--- src/rtl/rmw_gpio_pkg.sv ---
package rmw_gpio_pkg;

   typedef enum logic [1:0] {
      OP_READ  = 2'b00,
      OP_WRITE = 2'b01,
      OP_BSET  = 2'b10,
      OP_BCLR  = 2'b11
   } gpio_op_e;

   typedef enum logic [1:0] {
      SEQ_IDLE   = 2'b00,
      SEQ_READ   = 2'b01,
      SEQ_MODIFY = 2'b10,
      SEQ_WRITE  = 2'b11
   } seq_state_e;

   localparam logic SEL_DATA = 1'b0;
   localparam logic SEL_DIR  = 1'b1;

endpackage

--- src/rtl/gpio_pin_sync.sv ---
module gpio_pin_sync #(
   parameter int WIDTH  = 8,
   parameter int STAGES = 2
) (
   input  logic             clk,
   input  logic             rst_n,
   input  logic [WIDTH-1:0] async_i,
   output logic [WIDTH-1:0] sync_o
);

   if (STAGES < 2) begin : g_bad_stages
      $error("gpio_pin_sync: STAGES must be at least 2");
   end

   logic [WIDTH-1:0] stage_q [STAGES];

   always_ff @(posedge clk or negedge rst_n) begin
      if (!rst_n) begin
         for (int s = 0; s < STAGES; s++) stage_q[s] <= '0;
      end else begin
         stage_q[0] <= async_i;
         for (int s = 1; s < STAGES; s++) stage_q[s] <= stage_q[s-1];
      end
   end

   assign sync_o = stage_q[STAGES-1];

endmodule

--- src/rtl/gpio_rmw_seq.sv ---
module gpio_rmw_seq
   import rmw_gpio_pkg::*;
#(
   parameter int WIDTH = 8,
   localparam int BIT_W = $clog2(WIDTH)
) (
   input  logic             clk,
   input  logic             rst_n,
   input  logic             start_i,
   input  logic             set_i,
   input  logic [BIT_W-1:0] bit_i,
   input  logic             tgt_i,
   input  logic [WIDTH-1:0] rd_byte_i,
   output logic             busy_o,
   output logic             tgt_o,
   output logic             wr_en_o,
   output logic [WIDTH-1:0] wr_byte_o,
   output logic [BIT_W-1:0] wr_bit_o,
   output logic             wr_val_o
);

   seq_state_e       state_q;
   logic             set_q;
   logic             tgt_q;
   logic [BIT_W-1:0] bit_q;
   logic [WIDTH-1:0] work_q;

   always_ff @(posedge clk or negedge rst_n) begin
      if (!rst_n) begin
         state_q <= SEQ_IDLE;
         set_q   <= 1'b0;
         tgt_q   <= SEL_DATA;
         bit_q   <= '0;
         work_q  <= '0;
      end else begin
         unique case (state_q)
            SEQ_IDLE: if (start_i) begin
               state_q <= SEQ_READ;
               set_q   <= set_i;
               tgt_q   <= tgt_i;
               bit_q   <= bit_i;
            end
            SEQ_READ: begin
               work_q  <= rd_byte_i;
               state_q <= SEQ_MODIFY;
            end
            SEQ_MODIFY: begin
               work_q[bit_q] <= set_q;
               state_q       <= SEQ_WRITE;
            end
            SEQ_WRITE: state_q <= SEQ_IDLE;
            default:   state_q <= SEQ_IDLE;
         endcase
      end
   end

   assign busy_o    = (state_q != SEQ_IDLE);
   assign tgt_o     = tgt_q;
   assign wr_en_o   = (state_q == SEQ_WRITE);
   assign wr_byte_o = work_q;
   assign wr_bit_o  = bit_q;
   assign wr_val_o  = set_q;


   read_to_modify_chk: assert property (@(posedge clk) disable iff (!rst_n)
      (state_q == SEQ_READ) |=> (state_q == SEQ_MODIFY));


   write_ends_chk: assert property (@(posedge clk) disable iff (!rst_n)
      (state_q == SEQ_WRITE) |=> !busy_o);


   modify_bit_chk: assert property (@(posedge clk) disable iff (!rst_n)
      (state_q == SEQ_MODIFY) |=> (wr_en_o && wr_byte_o[bit_q] == set_q));

endmodule

--- src/rtl/rmw_gpio_port.sv ---
module rmw_gpio_port
   import rmw_gpio_pkg::*;
#(
   parameter int WIDTH       = 8,
   parameter int SYNC_STAGES = 2,
   localparam int BIT_W      = $clog2(WIDTH)
) (
   input  logic             clk,
   input  logic             rst_n,
   input  logic             cmd_valid,
   input  logic [1:0]       cmd_op,
   input  logic             cmd_sel,
   input  logic [WIDTH-1:0] cmd_wdata,
   input  logic [BIT_W-1:0] cmd_bit,
   output logic [WIDTH-1:0] rd_data,
   output logic             rd_valid,
   output logic             busy,
   input  logic [WIDTH-1:0] pin_in,
   output logic [WIDTH-1:0] pin_out,
   output logic [WIDTH-1:0] pin_oe
);

   if (WIDTH < 2 || (WIDTH & (WIDTH - 1)) != 0) begin : g_bad_width
      $error("rmw_gpio_port: WIDTH must be a power of two, at least 2");
   end

   logic [WIDTH-1:0] dir_q;
   logic [WIDTH-1:0] latch_q;
   logic [WIDTH-1:0] pin_sync;
   logic [WIDTH-1:0] merged;
   logic [WIDTH-1:0] rmw_rd_byte;
   logic [WIDTH-1:0] rmw_wr_byte;
   logic [BIT_W-1:0] rmw_bit;
   logic             rmw_val;
   logic             rmw_tgt;
   logic             rmw_wr;
   logic             seq_busy;
   logic             accept, acc_rd, acc_wr, acc_bit;
   logic             rd_valid_q;
   logic [WIDTH-1:0] rd_data_q;

   gpio_pin_sync #(.WIDTH(WIDTH), .STAGES(SYNC_STAGES)) sync_i (
      .clk     (clk),
      .rst_n   (rst_n),
      .async_i (pin_in),
      .sync_o  (pin_sync)
   );

   assign merged      = (dir_q & latch_q) | (~dir_q & pin_sync);
   assign accept      = cmd_valid && !seq_busy;
   assign acc_rd      = accept && (cmd_op == OP_READ);
   assign acc_wr      = accept && (cmd_op == OP_WRITE);
   assign acc_bit     = accept && (cmd_op == OP_BSET || cmd_op == OP_BCLR);
   assign rmw_rd_byte = (rmw_tgt == SEL_DIR) ? dir_q : merged;

   gpio_rmw_seq #(.WIDTH(WIDTH)) seq_i (
      .clk       (clk),
      .rst_n     (rst_n),
      .start_i   (acc_bit),
      .set_i     (cmd_op == OP_BSET),
      .bit_i     (cmd_bit),
      .tgt_i     (cmd_sel),
      .rd_byte_i (rmw_rd_byte),
      .busy_o    (seq_busy),
      .tgt_o     (rmw_tgt),
      .wr_en_o   (rmw_wr),
      .wr_byte_o (rmw_wr_byte),
      .wr_bit_o  (rmw_bit),
      .wr_val_o  (rmw_val)
   );

   always_ff @(posedge clk or negedge rst_n) begin
      if (!rst_n) begin
         latch_q <= '0;
         dir_q   <= '0;
      end else if (rmw_wr) begin
         if (rmw_tgt == SEL_DIR) dir_q   <= rmw_wr_byte;
         else                    latch_q <= rmw_wr_byte;
      end else if (acc_wr) begin
         if (cmd_sel == SEL_DIR) dir_q   <= cmd_wdata;
         else                    latch_q <= cmd_wdata;
      end
   end

   always_ff @(posedge clk or negedge rst_n) begin
      if (!rst_n) begin
         rd_valid_q <= 1'b0;
         rd_data_q  <= '0;
      end else begin
         rd_valid_q <= acc_rd;
         if (acc_rd) rd_data_q <= (cmd_sel == SEL_DIR) ? dir_q : merged;
      end
   end

   assign rd_valid = rd_valid_q;
   assign rd_data  = rd_data_q;
   assign busy     = seq_busy;
   assign pin_out  = latch_q;
   assign pin_oe   = dir_q;


   byte_write_chk: assert property (@(posedge clk) disable iff (!rst_n)
      (acc_wr && cmd_sel == SEL_DATA) |=> (pin_out == $past(cmd_wdata) && !busy));


   dir_write_keeps_latch_chk: assert property (@(posedge clk) disable iff (!rst_n)
      (acc_wr && cmd_sel == SEL_DIR) |=> $stable(pin_out));


   read_valid_chk: assert property (@(posedge clk) disable iff (!rst_n)
      acc_rd |=> rd_valid);


   busy_hold_chk: assert property (@(posedge clk) disable iff (!rst_n)
      (busy && !rmw_wr) |=> ($stable(pin_out) && $stable(pin_oe) && !rd_valid));


   rmw_bit_lands_chk: assert property (@(posedge clk) disable iff (!rst_n)
      (rmw_wr && rmw_tgt == SEL_DATA) |=> (pin_out[$past(rmw_bit)] == $past(rmw_val)));

endmodule

--- config.mk ---
export PLATFORM = sky130hd
export DESIGN_NAME = rmw_gpio_port
export DESIGN_NICKNAME = d
export VERILOG_FILES = /design/src/rtl/rmw_gpio_pkg.sv /design/src/rtl/gpio_pin_sync.sv /design/src/rtl/gpio_rmw_seq.sv /design/src/rtl/rmw_gpio_port.sv
export SDC_FILE = /design/constraint.sdc
export NUM_CORES = 1
export LEC_CHECK = 0
export BUFFER_PORTS_ARGS = -buffer_cell sky130_fd_sc_hd__buf_4
export CAP_MARGIN = 20
export CELL_PAD_IN_SITES_DETAIL_PLACEMENT = 1
export CELL_PAD_IN_SITES_GLOBAL_PLACEMENT = 1
export CORE_UTILIZATION = 25
export CTS_BUF_LIST = sky130_fd_sc_hd__clkbuf_16
export CTS_CLUSTER_SIZE = 40
export DETAILED_ROUTE_END_ITERATION = 6
export GPL_ROUTABILITY_DRIVEN = 1
export GPL_TIMING_DRIVEN = 0
export PLACE_DENSITY_LB_ADDON = 0.2
export SYNTH_ARGS = -nofsm -noshare
export SYNTH_HDL_FRONTEND = slang
export SYNTH_HIERARCHICAL = 1
export SYNTH_SLANG_ARGS = --single-unit
--- constraint.sdc ---
create_clock -name clk -period 5.3 [get_ports clk]
set_input_delay 0.265 -clock clk [delete_from_list [all_inputs] [get_ports clk]]
set_output_delay 0.265 -clock clk [all_outputs]
set_load 0.01 [all_outputs]
After elaboration in Yosys (flattened, before gate mapping)
Cells that the tools add are included.
Storage, ports and cells
  input bits: 25
  logic and storage cells: 59
  flip-flop bits (word level): 56
Cells by class
  reductions and logical operators: 16
  magnitude comparators: 2
  equal/unequal tests: 10
  bitwise logic cells: 4
  multiplexer cells: 16
Operators by type and width (count)
  $mux 8: 10
  $and 8x8->8: 2
  $pmux 8 s2: 1
  $bwmux 8: 1
  $eq 2x2->1 const B: 4
  $not 8->8: 1
  $or 8x8->8: 1
  $pmux 2 s4: 1
  $reduce_bool 2->1: 4
  $reduce_and 3->1: 2
  $logic_and 1x1->1: 5
  $eq 2x1->1 const B: 2
  $logic_not 2->1: 2
  $lt 3x4->1 const B: 1
  $ne 2x1->1 const B: 2
  $ne 2x2->1 const B: 2
  $demux 1 s3: 1
  $ge 3x1->1 const B: 1
  $mux 2: 1
  $reduce_and 2->1: 1
  $logic_not 1->1: 1
  $logic_or 1x1->1: 1
  $mux 1: 1

Longest topological paths before layout
Gate-level depths: netlist of the first run.
  depth in word-level cells: 6
  mapped depth: 8

Modules after synthesis
Netlist of the first run, hierarchy kept.
Modules (own cells, without submodules)
  rmw_gpio_port: seq. area each 625.6 µm², instances 1, cells each 164, area each 1461.4 µm²
  gpio_rmw_seq: seq. area each 375.4 µm², instances 1, cells each 74, area each 779.5 µm²
  gpio_pin_sync: seq. area each 400.4 µm², instances 1, cells each 24, area each 460.4 µm²

Worst setup path after synthesis of the first run
Ideal clock, no wire load.
  kind: register to register
  start point: reg seq_i.state_q[0]
  end point: reg rd_data_q[7] (netlist: rd_data[7])
  path slack: 3.438 ns
  data required time: 5.208 ns
  arrival: 1.771 ns
  cell stages (with the launch flop): 8
  cells stage by stage: dfrtp_1 -> inv_1 -> ha_1 -> inv_1 -> or4b_4 -> buf_6 -> buf_8 -> o31ai_2
Between the ends
  cells in the longest elaborated chain, start to end: 4
Ends and longest elaborated chain
  from (decl): line gpio_rmw_seq.sv:22  | seq_state_e state_q;
  from (signal assigned): line gpio_rmw_seq.sv:30  | state_q <= SEQ_IDLE;
  from (signal assigned): line gpio_rmw_seq.sv:38  | state_q <= SEQ_READ;
  from (signal assigned): line gpio_rmw_seq.sv:45  | state_q <= SEQ_MODIFY;
  $reduce_bool 2->1: line gpio_rmw_seq.sv:57  | assign busy_o = (state_q != SEQ_IDLE);
  net busy: line rmw_gpio_port.sv:17  | output logic busy,
  $logic_not 1->1: line rmw_gpio_port.sv:50  | assign accept = cmd_valid && !seq_busy;
  $logic_and 1x1->1: line rmw_gpio_port.sv:50
  $logic_and 1x1->1: line rmw_gpio_port.sv:51  | assign acc_rd = accept && (cmd_op == OP_READ);
  to (signal assigned): line rmw_gpio_port.sv:91  | if (acc_rd) rd_data_q <= (cmd_sel == SEL_DIR) ? dir_q : merged;
  to (decl): line rmw_gpio_port.sv:40  | logic [WIDTH-1:0] rd_data_q;
The timed path passes the listed nets, and every way through them passes these cells.
A chain may end at the register's enable or synchronous reset.

Final worst setup path of the first run
  start point: reg seq_i.state_q[0]
  end point: reg latch_q[4] (netlist: pin_out[4])
Between the ends
  cells in the longest elaborated chain, start to end: 6
  elaborated cells on any way between the ends: 10
  those cells by class: eq/ne (3); mux (1); reduce/logical (6)
Ends and longest elaborated chain
  $reduce_bool 2->1: line gpio_rmw_seq.sv:57
  $logic_not 1->1: line rmw_gpio_port.sv:50
  $logic_and 1x1->1: line rmw_gpio_port.sv:50
  $logic_and 1x1->1: line rmw_gpio_port.sv:52  | assign acc_wr = accept && (cmd_op == OP_WRITE);
  $reduce_bool 2->1 (no line)
  $reduce_and 3->1 (no line)
  to (signal assigned): line rmw_gpio_port.sv:78  | else latch_q <= rmw_wr_byte;
  to (signal assigned): line rmw_gpio_port.sv:81  | else latch_q <= cmd_wdata;
  to (decl): line rmw_gpio_port.sv:28  | logic [WIDTH-1:0] latch_q;
Parallel ways exist; a longest one is shown, timed or not.

==> metrics.cfg, run 1 <==
[die]
start_util_pct = 25.9
io-pin-count = 51
die_area_sq_um = 11200
die_x_um = 106
rows = 37
core_region_area_sq_um = 10400
die_h_um = 106

[sta]
holdWs_ps = 27.6
hold_viol = 0
skew_ps = 9.10
max_freq_ghz = 0.437
rsz0062_at_grt = no
slew_headroom_pct = 49.3
period_needed_ps = 2290
finalMaxSlewViolations = 0
min_period_over_period_pct = 43.2
setup_viol = 0
finalSetupTns_ps = 0
tightest_slew_ps = 760

[cts]
post_cts_buffers = 0
cts_root_buf = clkbuf_16
cts_buffers = 5
clock_sinks = 56
tritoncts = yes
clock_latency_ps = 300
clock_path_buffers = 2
cts_max_level = 2
hold_buffers = 0
cts.repair.resized = 0
clk_pin_slew_worst_paths_ps = 80

[final_layout]
layout_common_cells = 59 x buf_4, 56 x dfrtp_1, 28 x nand2_1, 24 x nor2_1
syn2layout_area_growth_pct = 25.7
drive_above_1_share_pct = 28.1
layout_commonest_cell = buf_4
final_nets = 349
num_antenna_cells = 0

[detailed_routing]
drtIter0Drc = 91
ant_nets = 0
vias = 2265
met1Wirelength_um = 3840
wl_met2_um = 3720
vias_per_cell = 4.97
totalWireLength_um = 8020
dr.max_layer_used = met4
remaining_drc_errors = 0
met3_length_um = 296
drtPass1Iterations = 4
wl_per_cell_um = 17.6

[worst_setup_path]
endpoint_kind = register
critPathMaxStageDelay_ps = 580
crit_buf_inv = 3
path_cells = inv_1 -> ha_1 -> inv_1 -> nor3b_2 -> buf_2 -> a221oi_1 -> a211oi_1
worst-path-max-fanout = 10
cp_top_family = buffers and inverters
crit_type = register to register
arrival_ps = 2480
startpoint_type = register
path_common_cell = inv_1
crit_path_top_delay_cell = nor3b_2
worstPathRequired_ps = 5500

[power_and_ir_drop]
ir_worst_vdd_mv = 0.203
p_leak_nw = 1.50
power.density_nw_per_um2 = 577

[synth]
synthCells = 262
syn_area_sq_um = 2700
avgSynthCellArea_sq_um = 10.3
ys_types = 38
yosysSeqAreaShare_pct = 51.9
ys_ff_latch = 56
ys_warn_count = 6
synth_nets = 292

[global_routing]
grt_overflow_total = 0
antenna_found_initial = 0
track_usage_pct = 15.4
grt_max_degree = 57
grt_pass1_wl_um = 13100
grt_pass1_vias = 2313

[job]
drv_cap = 0

[placement]
gp_congestion = 0.769
io_buffers = 50
dp_hpwl_um = 5660

[worst_hold_path]
hold_class = input port to asynchronous set/reset pin

[run_status]
status = complete, no violations

## metal layers
metal / GRT usage (%) / vias to the layer above
met5: 0 / -
met4: 5.06 / 0
met3: 2.88 / 11
met2: 23.9 / 52
met1: 21.6 / 1140
li1: - / 1062
## report_power, final
| group | internal (mW) | switching [mW] |
|---|---|---|
| sequential | 0.585 | 0.156 |
| combinational | 0.391 | 0.485 |
| clock | 0.178 | 0.165 |
## kinds of logic after synthesis
group / share of synthesized area (%)
AO/OA/AOI/OAI: 20.8
AND/OR/NAND/NOR: 15.6
adder cells (fa/ha/maj): 2.32
flip-flops: 51.9
multiplexers: 2.50
buffers and inverters: 6.95
## per-stage QoR
stage | utilization [%] | total power [mW] | setup slack [ps] | instance area (sq um) | std cells
finish | 32.6 | 1.96 | 3010 | 3390 | 456
CTS | 32.6 | 1.99 | 3010 | 3390 | 456
global placement | 31.2 | 1.62 | 3060 | 3250 | 448
global route | 32.6 | 2.12 | 2890 | 3390 | 456
floorplan | - | 1.25 | 3440 | 2700 | 262
detailed placement | 31.2 | 1.64 | 3040 | 3250 | 448
## state kept, by name, summed over array words and instances (netlist names)
signal           count
pin_oe               8
pin_out              8
rd_data              8
rd_valid             1
seq_i/state_q        2
seq_i/tgt_o          1
seq_i/wr_bit_o       3
seq_i/wr_byte_o      8
seq_i/wr_val_o       1
sync_i/stage_q       8
sync_i/sync_o        8
## path summary, 6_finish.rpt
kind | cells after the start | slack [ps] | end | from
hold / removal | 1 | 30 | rd_data[2]$_DFFE_PN0P_ | rst_n
min in group clk | 1 | 60 | sync_i/stage_q[15]$_DFF_PN0_ | pin_in[7]
setup reg to reg | 7 | 3010 | pin_out[4]$_DFFE_PN0P_ | seq_i/state_q[0]$_DFFE_PN0P_
setup / recovery | 7 | 3010 | pin_out[4]$_DFFE_PN0P_ | seq_i/state_q[0]$_DFFE_PN0P_
max in group asynchronous | 1 | 4770 | seq_i/wr_byte_o[7]$_DFFE_PN0P_ | rst_n
hold reg to reg | 0 | 350 | sync_i/sync_o[4]$_DFF_PN0_ | sync_i/stage_q[12]$_DFF_PN0_
## worst register-to-register path: stages, from the launching register on
cell and delay (ps):
dfrtp_1 410, inv_1 140, ha_1 200, inv_1 80
nor3b_2 580, buf_2 370, a221oi_1 110, a211oi_1 290
## cell type report
cell class / instances / area [sq um]
Clock inverter: 3 / 22.5
Clock buffer: 5 / 125
Tap cell: 136 / 170
Timing Repair Buffer: 50 / 375
Buffer: 26 / 161
Multi-Input combinational cell: 173 / 1110
Fill cell: 1239 / 7020
Inverter: 7 / 26.3
Sequential cell: 56 / 1400
## cell usage after synthesis, drive strengths merged
cell type / number / share of area [%]
a211oi: 16 / 4.4
a21oi: 10 / 1.9
a221oi: 16 / 5.2
a31oi: 1 / 0.23
and2: 2 / 0.46
and3: 1 / 0.23
and3b: 2 / 0.69
buf: 22 / 5.4
clkbuf: 4 / 0.56
clkinv: 2 / 0.28
dfrtp: 56 / 52
ha: 5 / 2.3
inv: 5 / 0.69
mux2: 6 / 2.5
nand2: 28 / 3.9
nand2b: 5 / 1.3
nand3: 4 / 0.74
nand3b: 1 / 0.28
nor2: 24 / 3.3
nor2b: 3 / 0.69
nor3: 1 / 0.19
nor3b: 9 / 2.9
o211ai: 11 / 3.1
o21ai: 14 / 2.6
o311ai: 3 / 0.97
o31ai: 8 / 2.4
or3: 2 / 0.46
or4b: 1 / 0.51
Note: power is estimated with default switching activity, not from simulation.
==> run 2: changes to the inputs <==
==> constraint.sdc (replaced) <==
create_clock -name clk -period 2.3 [get_ports clk]
set_input_delay 0.115 -clock clk [delete_from_list [all_inputs] [get_ports clk]]
set_output_delay 0.115 -clock clk [all_outputs]
set_load 0.01 [all_outputs]
==> metrics.cfg, run 2 (synthesis gave the netlist of run 1 again) <==
[worst_setup_path]
reg2reg_depth = 7  ; unchanged
worstPathRequired_ps = 2500  ; -3000 ps
r2r-end = pin_out[4]$_DFFE_PN0P_
worst-path-max-fanout = 10  ; unchanged
r2r-start = seq_i/state_q[0]$_DFFE_PN0P_
crit_type = register to register
arrival_ps = 2320  ; -160 ps
endpoint_kind = register
startpoint_type = register
reg2reg_slack_ps = 180  ; -2830 ps

[final_layout]
final_nets = 358  ; +2.6%
layout_commonest_cell = buf_4
layoutNonFillerInstCount = 465  ; +2.0%
final_area_sq_um = 3490  ; +2.8%
syn2layout_area_growth_pct = 29.2
layout_common_cells = 59 x buf_4, 56 x dfrtp_1, 28 x nand2_1, 24 x nor2_1
num_antenna_cells = 0  ; unchanged
drive_above_1_share_pct = 27.4  ; -0.77 points

[sta]
skew_ps = 8.71  ; -0.385 ps
finalSetupTns_ps = 0  ; unchanged
max_freq_ghz = 0.471  ; +7.8%
hold_viol = 0  ; unchanged
min_period_over_period_pct = 92.2  ; +49 points
setup_viol = 0  ; unchanged
tightest_slew_ps = 765  ; +5.01 ps
period_needed_ps = 2120  ; -166 ps
finalMaxSlewViolations = 0  ; unchanged
slew_headroom_pct = 49.0  ; -0.33 points
rsz0062_at_grt = no

[die]
die_area_sq_um = 11200  ; unchanged
rows = 37  ; unchanged
io-pin-count = 51  ; unchanged
die_h_um = 106  ; unchanged
core_region_area_sq_um = 10400  ; unchanged
die_x_um = 106  ; unchanged
start_util_pct = 25.9  ; unchanged

[worst_hold_path]
min_from = cmd_bit[2]
hold_class = input port to register
whs_path_depth = 2
holdPathEnd = seq_i/wr_bit_o[2]$_DFFE_PN0P_

[cts]
cts_root_buf = clkbuf_16
tritoncts = yes
clk_pin_slew_worst_paths_ps = 80  ; about the same
post_cts_buffers = 0  ; unchanged
cts_max_level = 2  ; unchanged
cts_buffers = 5  ; unchanged
clock_latency_ps = 300  ; about the same
clock_path_buffers = 2  ; unchanged
clock_sinks = 56  ; unchanged

[power_and_ir_drop]
p_total_mw = 4.54  ; +130%
power.density_nw_per_um2 = 1300  ; +130%
ir_worst_vdd_mv = 0.469  ; +130%
p_leak_nw = 1.54  ; +2.8%

[detailed_routing]
remaining_drc_errors = 0  ; unchanged
drtIter0Drc = 79  ; -13%
vias_per_cell = 4.96  ; -0.12%
wl_per_cell_um = 17.5  ; -0.55%
ant_nets = 0  ; unchanged
drtPass1Iterations = 4  ; unchanged
vias = 2307  ; +1.9%
totalWireLength_um = 8130  ; +1.4%

[placement]
placed_cells = 448  ; unchanged
dp_hpwl_um = 5660  ; unchanged
io_buffers = 50  ; unchanged
place_area_sq_um = 3250  ; unchanged
gp_congestion = 0.769  ; unchanged

[global_routing]
grt_pass1_vias = 2337  ; +1.0%
grt_pass1_wl_um = 13200  ; +0.42%
track_usage_pct = 15.5  ; +0.053 points
grt_max_degree = 57  ; unchanged
antenna_found_initial = 0  ; unchanged
grt_overflow_total = 0  ; unchanged

[job]
drv_cap = 0  ; unchanged

[run_status]
status = complete, no violations

[run 2: changes by cell type in the layout (fill, tap and decap cells not counted)]
cell,change
nor3b_2,-1
dlygate4sd3_1,+9
nor3b_4,+1
[run 2: worst max path at each step]
stage | start | end | cells after the start
floorplan | seq_i/state_q[0]$_DFFE_PN0P_ | rd_data[7]$_DFFE_PN0P_ | 7
global placement | seq_i/state_q[0]$_DFFE_PN0P_ | pin_out[4]$_DFFE_PN0P_ | 7
detailed placement | seq_i/state_q[0]$_DFFE_PN0P_ | pin_out[4]$_DFFE_PN0P_ | 7
CTS | seq_i/state_q[0]$_DFFE_PN0P_ | pin_out[4]$_DFFE_PN0P_ | 7
global route | seq_i/state_q[0]$_DFFE_PN0P_ | pin_out[4]$_DFFE_PN0P_ | 7
finish | seq_i/state_q[0]$_DFFE_PN0P_ | pin_out[4]$_DFFE_PN0P_ | 7
[run 2: layout make-up]
type | instances | area [sq um]
inverters | 7 | 26.3
plain buffers | 26 | 161
flip-flops and latches | 56 | 1400
well taps | 136 | 170
multi-input cells | 173 | 1120
fillers | 1230 | 6930
clock inverters | 3 | 22.5
clock buffers | 5 | 125
repair buffers | 59 | 465
[run 2: power breakdown]
| group | total (mW) | leakage, nW | internal [mW] | switching [mW] |
|---|---|---|---|---|
| logic | 2.04 | 0.794 | 0.912 | 1.13 |
| registers | 1.71 | 0.669 | 1.35 | 0.360 |
| clock network | 0.791 | 0.0742 | 0.409 | 0.381 |
| total | 4.54 | 1.54 | 2.67 | 1.87 |
[run 2: worst max-delay path, stage by stage, from the launching register on]
cell      delay (ps)
dfrtp_1          410
inv_1            140
ha_1             200
inv_1            100
nor3b_4          440
buf_2            330
a221oi_1         110
a211oi_1         290
[run 2: metrics by stage]
step / hold WS, ps / worst slack, ps / util [%]
6_report: 42.5 / 178 / 33.5
5_1_grt: 38.3 / 63.0 / 33.5
4_1_cts: 41.0 / 11.9 / 33.5
3_5_place_dp: 225 / 35.7 / 31.2
3_3_place_gp: 224 / 57.0 / 31.2
2_1_floorplan: -181 / 438 / -
[run 2: timing repair]
action                                  4_1_cts  5_1_grt
endpoints found under the hold margin        64        0
hold buffers                                  9        0
endpoints found under the setup margin        0       10
resized for setup                             0        1
[run 2: metal layers]
layer,routed length [um],share of wire (%),track usage (%),up-vias
met5,0,0,0,-
met4,155,1.9,5.06,0
met3,339,4.2,2.88,10
met2,3800,47,24.0,60
met1,3840,47,21.6,1159
li1,-,-,-,1078
